## config.mk

```make
export PLATFORM = sky130hd
export DESIGN_NAME = i2c_reg_target
export DESIGN_NICKNAME = d
export VERILOG_FILES = /design/src/rtl/i2ct_pkg.sv /design/src/rtl/i2ct_datapath.sv /design/src/rtl/i2ct_ctrl.sv /design/src/rtl/i2c_reg_target.sv
export SDC_FILE = /design/constraint.sdc
export NUM_CORES = 1
export LEC_CHECK = 0
export BUFFER_PORTS_ARGS = -buffer_cell sky130_fd_sc_hd__buf_4
export CAP_MARGIN = 10
export CORE_ASPECT_RATIO = 0.6
export CORE_MARGIN = 4
export CORE_UTILIZATION = 55
export DETAILED_ROUTE_END_ITERATION = 6
export GPL_TIMING_DRIVEN = 0
export PLACE_DENSITY_LB_ADDON = 0.08
export SLEW_MARGIN = 20
export SYNTH_ARGS = -nofsm -noshare
export SYNTH_HDL_FRONTEND = slang
export SYNTH_SLANG_ARGS = --single-unit
```

## constraint.sdc

```tcl
create_clock -name clk -period 2.33 [get_ports clk]
set_input_delay 0.233 -clock clk [delete_from_list [all_inputs] [get_ports clk]]
set_output_delay 0.233 -clock clk [all_outputs]
set_load 0.02 [all_outputs]
```

## src/rtl/i2ct_pkg.sv

```systemverilog
package i2ct_pkg;
  // Strobes from the sequencer to the datapath
  typedef struct packed {
    logic rxShift;
    logic txLoad;
    logic txShift;
    logic ackDrive;
    logic oeRelease;
    logic mapLoad;
    logic mapInc;
    logic regWr;
  } i2ctStrobe_t;

  typedef enum logic [2:0] {
    ST_IDLE,
    ST_ADDR,
    ST_MAP,
    ST_WDATA,
    ST_ACK,
    ST_TX,
    ST_RACK
  } i2ctState_t;
endpackage

```

## src/rtl/i2ct_datapath.sv

```systemverilog
module i2ct_datapath
  import i2ct_pkg::*;
#(
  parameter int IDX_W       = 7,
  parameter int RESET_IDX   = 1,
  parameter int SYNC_STAGES = 2
) (
  input  logic             clk,
  input  logic             rstN,
  input  logic             sclIn,
  input  logic             sdaIn,
  input  i2ctStrobe_t      st,
  input  logic [7:0]       regRdData,
  output logic             sclRise,
  output logic             sclFall,
  output logic             startDet,
  output logic             stopDet,
  output logic             sdaBit,
  output logic [7:0]       rxNext,
  output logic             sdaOe,
  output logic             regWrEn,
  output logic [IDX_W-1:0] regWrAddr,
  output logic [7:0]       regWrData,
  output logic [IDX_W-1:0] regRdAddr
);
  localparam int PW = SYNC_STAGES + 1;

  logic [PW-1:0]    sclPipe, sdaPipe;
  logic             sclS, sclD, sdaS, sdaD;
  logic [6:0]       rxSh;
  logic [6:0]       txSh;
  logic             mapIncr;
  logic [IDX_W-1:0] mapIdx;

  assign sclS = sclPipe[SYNC_STAGES-1];
  assign sclD = sclPipe[SYNC_STAGES];
  assign sdaS = sdaPipe[SYNC_STAGES-1];
  assign sdaD = sdaPipe[SYNC_STAGES];

  assign sclRise  = sclS & ~sclD;
  assign sclFall  = ~sclS & sclD;
  assign startDet = sclS & sclD & sdaD & ~sdaS;
  assign stopDet  = sclS & sclD & ~sdaD & sdaS;
  assign sdaBit   = sdaS;
  assign rxNext   = {rxSh, sdaS};
  assign regRdAddr = mapIdx;

  always_ff @(posedge clk or negedge rstN) begin
    if (!rstN) begin
      sclPipe   <= '1;
      sdaPipe   <= '1;
      rxSh      <= '0;
      txSh      <= '0;
      mapIncr   <= 1'b0;
      mapIdx    <= IDX_W'(RESET_IDX);
      sdaOe     <= 1'b0;
      regWrEn   <= 1'b0;
      regWrAddr <= '0;
      regWrData <= '0;
    end else begin
      sclPipe <= {sclPipe[PW-2:0], sclIn};
      sdaPipe <= {sdaPipe[PW-2:0], sdaIn};
      regWrEn <= st.regWr;
      if (st.regWr) begin
        regWrAddr <= mapIdx;
        regWrData <= rxNext;
      end
      if (st.rxShift) rxSh <= rxNext[6:0];
      if (st.mapLoad) begin
        mapIncr <= rxNext[7];
        mapIdx  <= rxNext[IDX_W-1:0];
      end else if (st.mapInc && mapIncr) begin
        mapIdx <= mapIdx + 1'b1;
      end
      if (st.txLoad)       txSh <= regRdData[6:0];
      else if (st.txShift) txSh <= {txSh[5:0], 1'b0};
      if (st.oeRelease)    sdaOe <= 1'b0;
      else if (st.ackDrive) sdaOe <= 1'b1;
      else if (st.txLoad)  sdaOe <= ~regRdData[7];
      else if (st.txShift) sdaOe <= ~txSh[6];
    end
  end
endmodule

```

## src/rtl/i2ct_ctrl.sv

```systemverilog
module i2ct_ctrl
  import i2ct_pkg::*;
#(
  parameter logic [5:0] DEV_HI = 6'b001100
) (
  input  logic        clk,
  input  logic        rstN,
  input  logic        sclRise,
  input  logic        sclFall,
  input  logic        startDet,
  input  logic        stopDet,
  input  logic        sdaBit,
  input  logic [7:0]  rxNext,
  input  logic        addrStrap,
  output i2ctStrobe_t st
);
  i2ctState_t state, nState, ackNext, nAckNext;
  logic [2:0] cnt, nCnt;
  logic       phase, nPhase;

  always_comb begin
    st       = '0;
    nState   = state;
    nCnt     = cnt;
    nPhase   = phase;
    nAckNext = ackNext;
    if (stopDet) begin
      nState       = ST_IDLE;
      st.oeRelease = 1'b1;
    end else if (startDet) begin
      nState       = ST_ADDR;
      nCnt         = '0;
      st.oeRelease = 1'b1;
    end else begin
      case (state)
        ST_ADDR: if (sclRise) begin
          st.rxShift = 1'b1;
          nCnt = cnt + 3'd1;
          if (cnt == 3'd7) begin
            if (rxNext[7:1] == {DEV_HI, addrStrap}) begin
              nState   = ST_ACK;
              nPhase   = 1'b0;
              nAckNext = rxNext[0] ? ST_TX : ST_MAP;
            end else begin
              nState = ST_IDLE;
            end
          end
        end
        ST_MAP, ST_WDATA: if (sclRise) begin
          st.rxShift = 1'b1;
          nCnt = cnt + 3'd1;
          if (cnt == 3'd7) begin
            if (state == ST_MAP) st.mapLoad = 1'b1;
            else begin
              st.regWr  = 1'b1;
              st.mapInc = 1'b1;
            end
            nState   = ST_ACK;
            nPhase   = 1'b0;
            nAckNext = ST_WDATA;
          end
        end
        ST_ACK: if (sclFall) begin
          if (!phase) begin
            st.ackDrive = 1'b1;
            nPhase = 1'b1;
          end else begin
            nCnt   = '0;
            nPhase = 1'b0;
            nState = ackNext;
            if (ackNext == ST_TX) begin
              st.txLoad = 1'b1;
              st.mapInc = 1'b1;
            end else begin
              st.oeRelease = 1'b1;
            end
          end
        end
        ST_TX: begin
          if (sclRise) begin
            nCnt = cnt + 3'd1;
            if (cnt == 3'd7) begin
              nState = ST_RACK;
              nPhase = 1'b0;
            end
          end
          if (sclFall) st.txShift = 1'b1;
        end
        ST_RACK: begin
          if (sclFall && !phase) st.oeRelease = 1'b1;
          if (sclRise) begin
            if (sdaBit) nState = ST_IDLE;
            else        nPhase = 1'b1;
          end
          if (sclFall && phase) begin
            st.txLoad = 1'b1;
            st.mapInc = 1'b1;
            nCnt      = '0;
            nPhase    = 1'b0;
            nState    = ST_TX;
          end
        end
        default: ;
      endcase
    end
  end

  always_ff @(posedge clk or negedge rstN) begin
    if (!rstN) begin
      state   <= ST_IDLE;
      ackNext <= ST_IDLE;
      cnt     <= '0;
      phase   <= 1'b0;
    end else begin
      state   <= nState;
      ackNext <= nAckNext;
      cnt     <= nCnt;
      phase   <= nPhase;
    end
  end
endmodule

```

## src/rtl/i2c_reg_target.sv

```systemverilog
module i2c_reg_target
  import i2ct_pkg::*;
#(
  parameter int         IDX_W       = 7,
  parameter int         RESET_IDX   = 1,
  parameter int         SYNC_STAGES = 2,
  parameter logic [5:0] DEV_HI      = 6'b001100
) (
  input  logic             clk,
  input  logic             rstN,
  input  logic             sclIn,
  input  logic             sdaIn,
  output logic             sdaOe,
  input  logic             addrStrap,
  output logic             regWrEn,
  output logic [IDX_W-1:0] regWrAddr,
  output logic [7:0]       regWrData,
  output logic [IDX_W-1:0] regRdAddr,
  input  logic [7:0]       regRdData
);
  i2ctStrobe_t st;
  logic sclRise, sclFall, startDet, stopDet, sdaBit;
  logic [7:0] rxNext;

  i2ct_ctrl #(.DEV_HI(DEV_HI)) u_ctrl (
    .clk(clk), .rstN(rstN), .sclRise(sclRise), .sclFall(sclFall),
    .startDet(startDet), .stopDet(stopDet), .sdaBit(sdaBit),
    .rxNext(rxNext), .addrStrap(addrStrap), .st(st)
  );

  i2ct_datapath #(.IDX_W(IDX_W), .RESET_IDX(RESET_IDX), .SYNC_STAGES(SYNC_STAGES)) u_dp (
    .clk(clk), .rstN(rstN), .sclIn(sclIn), .sdaIn(sdaIn), .st(st),
    .regRdData(regRdData), .sclRise(sclRise), .sclFall(sclFall),
    .startDet(startDet), .stopDet(stopDet), .sdaBit(sdaBit), .rxNext(rxNext),
    .sdaOe(sdaOe), .regWrEn(regWrEn), .regWrAddr(regWrAddr),
    .regWrData(regWrData), .regRdAddr(regRdAddr)
  );
endmodule

```

==> results of run 1 <==
-- power groups by stage --
stage	Sequential [mW]	Clock (mW)	Combinational (mW)
final	1.33	0.626	0.839
after global routing	1.36	0.691	0.930
after CTS	1.32	0.637	0.827
after detailed placement	1.34	0	0.819
after global placement	1.34	0	0.820
after floorplan	1.30	0	0.617
-- layout by cell type (no fill, tap or decap), drive strengths merged, types with 2 or more instances in the layout --
cell type  Yosys  final
a21o           2      2
inv            6      6
o2111ai        3      3
nand2         20     20
dfstp          7      7
mux2i          4      4
and3           2      2
dfrtp         48     48
buf            5     43
nor2          20     20
xor2           7      7
and2           3      3
nand4bb        2      2
clkbuf         4     10
o21ai          9      9
or2            2      2
a211oi         2      2
o22ai          2      2
o211ai         6      6
mux2          25     25
nand2b         5      5
a22oi          5      5
nor3           5      5
nand3b         4      4
a21oi         15     15
nor4           5      5
ha             3      3
o21a           3      3
-- path summary, 6_finish.rpt --
check	slack [ps]	startpoint	depth (start not counted)	endpoint
setup / recovery	210	u_ctrl.cnt[0]$_DFFE_PN0P_	7	u_dp.regWrData[3]$_DFFE_PN0P_
hold / removal	40	sclIn	1	u_dp.sclPipe[0]$_DFF_PN1_
setup reg to reg	210	u_ctrl.cnt[0]$_DFFE_PN0P_	7	u_dp.regWrData[3]$_DFFE_PN0P_
hold reg to reg	360	u_dp.sclPipe[0]$_DFF_PN1_	0	u_dp.sclPipe[1]$_DFF_PN1_
max in group asynchronous	1370	rstN	2	u_ctrl.cnt[0]$_DFFE_PN0P_
min in group asynchronous	510	rstN	2	u_dp.regWrAddr[6]$_DFFE_PN0P_
-- layer usage --
metal  vias up  track usage [%]  share of wire, %
li1        962                -                 -
met1       966            32.61                52
met2        89            25.00                38
met3         4            7.159               9.4
met4         0            1.704              0.38
met5         -                0                 0
-- cell families after synthesis --
kind of cell | count (synthesis)
compound gates | 55
xor+xnor | 8
fa+ha+maj | 3
buf+inv | 15
flops | 55
mux | 29
simple gates | 75
-- cell type report --
class                   instances  area [um2]
well taps                      63       78.83
flip-flops and latches         55        1385
inverters                       6       22.52
clock inverters                 2       37.54
clock buffers                   6       72.57
plain buffers                   9       43.79
repair buffers                 39       295.3
multi-input cells             170        1242
fillers                       363        1458
-- worst max-delay path: cells and delay by family, from the launching register on --
family                   cells  cell delay, ps
adder cells (fa/ha/maj)      2             390
AND/OR/NAND/NOR              2             380
buffers and inverters        2             490
flip-flops                   1             390
multiplexers                 1             370
-- stage by stage --
| step | utilization (%) | setup slack (ps) |
|---|---|---|
| 3_5_place_dp | 65.53 | 58.59 |
| 6_report | 68.56 | 205.6 |
| 5_1_grt | 68.56 | 51.43 |
| 4_1_cts | 68.12 | 50.69 |
| 3_3_place_gp | 65.53 | 51.26 |
| 2_1_floorplan | - | 508.7 |
-- registers in the layout, summed over array words and instances, names as in the netlist --
| signal | flops |
|---|---|
| u_dp.txSh | 7 |
| u_dp.sdaOe | 1 |
| u_dp.regWrEn | 1 |
| u_dp.sdaPipe | 3 |
| u_ctrl.cnt | 3 |
| u_dp.mapIncr | 1 |
| u_dp.regWrData | 8 |
| u_dp.regRdAddr | 7 |
| u_ctrl.state | 3 |
| u_dp.rxSh | 7 |
| u_ctrl.ackNext | 3 |
| u_ctrl.phase | 1 |
| u_dp.regWrAddr | 7 |
| u_dp.sclPipe | 3 |
-- what timing repair did --
action                                  in CTS  in global routing
endpoints found under the setup margin       0                 10
hold buffers                                 1                  0
resized for setup                            0                  1
endpoints found under the hold margin       48                  0
setup buffers                                0                  2
==> results.cfg, run 1 <==
[global_routing]
antenna_found_initial = 0
grt_pass1_vias = 1913
grt-ovfl-total = 0
grt.total_usage_pct = 19.69
grt_max_degree = 56
grt_pass1_wl_um = 9763

[floorplan]
dieHeight_um = 62.16
die_area_um2 = 6108
rows = 19
die_width_um = 98.27
core_area_um2 = 4636
io-pin-count = 37
start_util_pct = 58.00

[synth]
yosysTopAreaCell = dfrtp_1
synthXorXnorAreaFrac_pct = 2.606
synth_top_family_by_area = simple AND/OR/NAND/NOR gates
synth_cells = 240
yosys.area_share.simple_pct = 16.29
syn_avg_cell_area_um2 = 11.20
synth-main-ff-cell = dfrtp_1
synth_common_cells = dfrtp_1, mux2_2, nand2_1, nor2_1, a21oi_1
synth_fa_ha_area_share_pct = 1.396
async_flop_share_pct = 100.0
ys_ff_latch = 55
muxShareOfSynthArea_pct = 12.10
synth_compound_area_share_pct = 13.63
syn_nets = 256
yosysMostFrequentCell = dfrtp_1
synthesis.area_um2 = 2689
synth_edf_count = 0
synth.area.top_cells = dfrtp_1, mux2_2, dfstp_2, a21oi_1, nand2_1
synth_warnings = 0
ys_types = 55
yosysSeqAreaShare_pct = 51.51
yosysTopAreaCellShare_pct = 44.67

[routing]
via_per_inst = 5.774
drc_errors = 0
routedWlPerCell_um = 16.49
firstDrtPassIters = 5
drt-total-wl_um = 5770
vias = 2021
ant_nets = 0
drt_iter0_drc = 174

[sta]
rsz0062_at_grt = false
worst_pin_slew_ps = 677.6
skew_ps = 12.23
min_period_over_period_pct = 91.18
hold_violations = 0
setup-tns-final_ps = 0
slew_headroom_pct = 54.82
period_minus_slack_ps = 2124
setup_viol_count_final = 0
drv_slew = 0
max_freq_ghz = 0.4707
hold_ws_ps = 35.03

[clock_network]
cts_root_buffer = clkbuf_8
clk_pin_slew_worst_paths_ps = 100
cts_sinks = 55
htree_levels = 2
cts_tree = done
clk_latency_ps = 300
clk_path_buf_depth = 2
cts-buffers-inserted = 5

[power]
power_frac_clock_pct = 22.4
p_sw_mw = 0.9732
peakVddDrop_mv = 0.4819
power.density_nw_per_um2 = 879.7
sequentialPowerShare_pct = 47.6
power_frac_comb_pct = 30.0
cell_internal_pwr_mw = 1.823
p_sw_share_pct = 34.81
leakage_nw = 1.490
finalPower_mw = 2.796

[worst_hold_path]
hold_path_class = input port to flop

[cells_and_area]
syn_to_final_growth_pct = 18.19
final_cell_count_no_fill = 350
final_area_um2 = 3178
num_antenna_cells = 0
nets = 302
drive_gt1_share_pct = 32.40

[placed_design]
place_area_um2 = 3038
io_buffer_count = 36
place_inst = 339
place.gp.congestion = 0.9538
dp_hpwl_um = 4188

[worst_setup_path]
cpPeakStageDelay_ps = 390
worstSetupStartpointType = flop
cp-end-kind = flop
required_ps = 2530
path_class = flop to flop
cpMaxStageDelayCell = dfrtp_1
crit_fanout = 10
worstPathCellList = ha_1 -> ha_1 -> nand3b_1 -> buf_4 -> nor2_4 -> buf_2 -> mux2_2
critPathArrivalTime_ps = 2320
crit_top_cell = ha_1

[job]
drv_cap = 0

[outcome]
status = finished, final reports clean
No activity file was read; power rests on OpenSTA's default activity.
==> run 2, diff against run 1 <==
==> constraint.sdc (replaced) <==
create_clock -name clk -period 2.4 [get_ports clk]
set_input_delay 0.24 -clock clk [delete_from_list [all_inputs] [get_ports clk]]
set_output_delay 0.24 -clock clk [all_outputs]
set_load 0.02 [all_outputs]
==> run 2 against run 1 <==
Hold slack better by 6.0 ps. Utilization shrank 0.43 points. Setup slack got worse by 110 ps. Flip-flop and latch count is the same. Non-clock buffer count fell by 2. Cell count is 0.57% lower. Critical path type unchanged. Critical endpoint is now u_dp.regWrAddr[4]$_DFFE_PN0P_.
==> results.cfg, run 2 (synthesis results as in run 1) <==
[routing]
routedWlPerCell_um = 16.62
drt_iter0_drc = 194
firstDrtPassIters = 5
via_per_inst = 5.813
drt-total-wl_um = 5784
vias = 2023
drc_errors = 0
ant_nets = 0

[cells_and_area]
num_antenna_cells = 0
final_cell_mix = dfrtp_1, buf_4, mux2_2
nets = 300
largest_register_ffs = 8
syn_to_final_growth_pct = 17.45
layout_commonest_cell = dfrtp_1
fin_util_pct = 68.12
top_register = u_dp.regWrData
drive_gt1_share_pct = 31.93

[clock_network]
htree_levels = 2
ctsResizeCount = 0
clk_latency_ps = 300
clk_pin_slew_worst_paths_ps = 100
cts_sinks = 55
cts_tree = done
cts_root_buffer = clkbuf_8
clk_path_buf_depth = 2
cts-hold-fix-buffers = 1
postCtsSetupBuffers = 0
cts-buffers-inserted = 5

[job]
drv_cap = 0

[sta]
min_period_over_period_pct = 95.85
skew_ps = 11.77
slew_headroom_pct = 54.31
drv_slew = 0
max_freq_ghz = 0.4347
worst_pin_slew_ps = 685.3
period_minus_slack_ps = 2300
setup-tns-final_ps = 0
rsz0062_at_grt = false
setup_viol_count_final = 0
hold_violations = 0

[floorplan]
rows = 19
io-pin-count = 37
dieHeight_um = 62.16
die_width_um = 98.27
core_area_um2 = 4636
die_area_um2 = 6108
start_util_pct = 58.00

[worst_setup_path]
crit_fanout = 10
worstSetupStartpoint = u_ctrl.cnt[0]$_DFFE_PN0P_
cpMaxStageDelayCell = nor2_2
worst-path-buf-inv = 1
cpPeakStageDelay_ps = 440
path_class = flop to flop
ff2ff_setup_slack_ps = 100
critPathArrivalTime_ps = 2490
cp.depth = 6
worstPathCellList = ha_1 -> ha_1 -> nand3b_1 -> nor2_2 -> buf_2 -> mux2_2
cp-end-kind = flop
r2r_start = u_ctrl.cnt[0]$_DFFE_PN0P_
cp-endpoint = u_dp.regWrAddr[4]$_DFFE_PN0P_
cp_top_family = simple AND/OR/NAND/NOR gates
worstSetupStartpointType = flop
crit_top_cell = ha_1
required_ps = 2590
r2r-end = u_dp.regWrAddr[4]$_DFFE_PN0P_
r2r_cells = 6

[power]
peakVddDrop_mv = 0.4659
leakage_nw = 1.482
power.density_nw_per_um2 = 859.1

[placed_design]
io_buffer_count = 36
dp_hpwl_um = 4188
place.gp.congestion = 0.9538

[outcome]
status = finished, final reports clean

[global_routing]
antenna_found_initial = 0
grt_max_degree = 56
grt_pass1_vias = 1913
grt_pass1_wl_um = 9763
grt.total_usage_pct = 19.69
grt-ovfl-total = 0

[worst_hold_path]
hold_depth = 1
min_from = sclIn
hold_path_class = input port to flop
run 2: cell types whose count changed in the layout (fill, tap and decap cells not counted), sizes merged:
cell | before | now
buf | 43 | 41
run 2: through the flow:
stage | cell area, um2 | setup WS (ps) | total power, mW | hold WS [ps] | instances
after detailed placement | 3038 | 128.6 | 2.099 | 327.3 | 339
after floorplan | 2689 | 578.7 | 1.856 | -55.59 | 240
after CTS | 3158 | 120.7 | 2.707 | 32.46 | 348
after global placement | 3038 | 121.3 | 2.095 | 325.6 | 339
final | 3158 | 99.58 | 2.713 | 41.05 | 348
after global routing | 3158 | 7.008 | 2.888 | 20.60 | 348
run 2: where the power goes:
part	leakage, nW	switching [mW]	internal [mW]
Clock	0.0514	0.296	0.312
Sequential	0.706	0.189	1.10
Combinational	0.724	0.459	0.355
run 2: worst reg2reg max path: cells and delay by family (launching register included):
kind	cells	cell delay (ps)
simple gates	2	690
fa+ha+maj	2	400
flops	1	390
mux	1	370
buf+inv	1	350
run 2: worst min path at each step:
stage / to / slack [ps]
CTS: u_dp.sclPipe[0]$_DFF_PN1_ / 30
global placement: u_dp.txSh[4]$_DFFE_PN0P_ / 330
global route: u_dp.sclPipe[0]$_DFF_PN1_ / 20
finish: u_dp.sclPipe[0]$_DFF_PN1_ / 40
detailed placement: u_dp.txSh[4]$_DFFE_PN0P_ / 330
floorplan: u_ctrl.ackNext[0]$_DFFE_PN0P_ / -60
run 2: per-layer routing:
metal	track usage [%]	part of all wire, %	vias up	routed length [um]
met3	7.159	9.0	4	518
met2	25.00	38	91	2183
met1	32.61	53	971	3055
met4	1.704	0.45	0	26
li1	-	-	957	-
met5	0	0	-	0
run 2: final cells by class:
cell class,count,area [um2]
fill,369,1478
timing repair buffer,37,280.3
clock buffer,6,72.57
sequential,55,1385
buffer,9,43.79
clock inverter,2,37.54
tap,63,78.83
multi-input combinational,170,1237
inverter,6,22.52
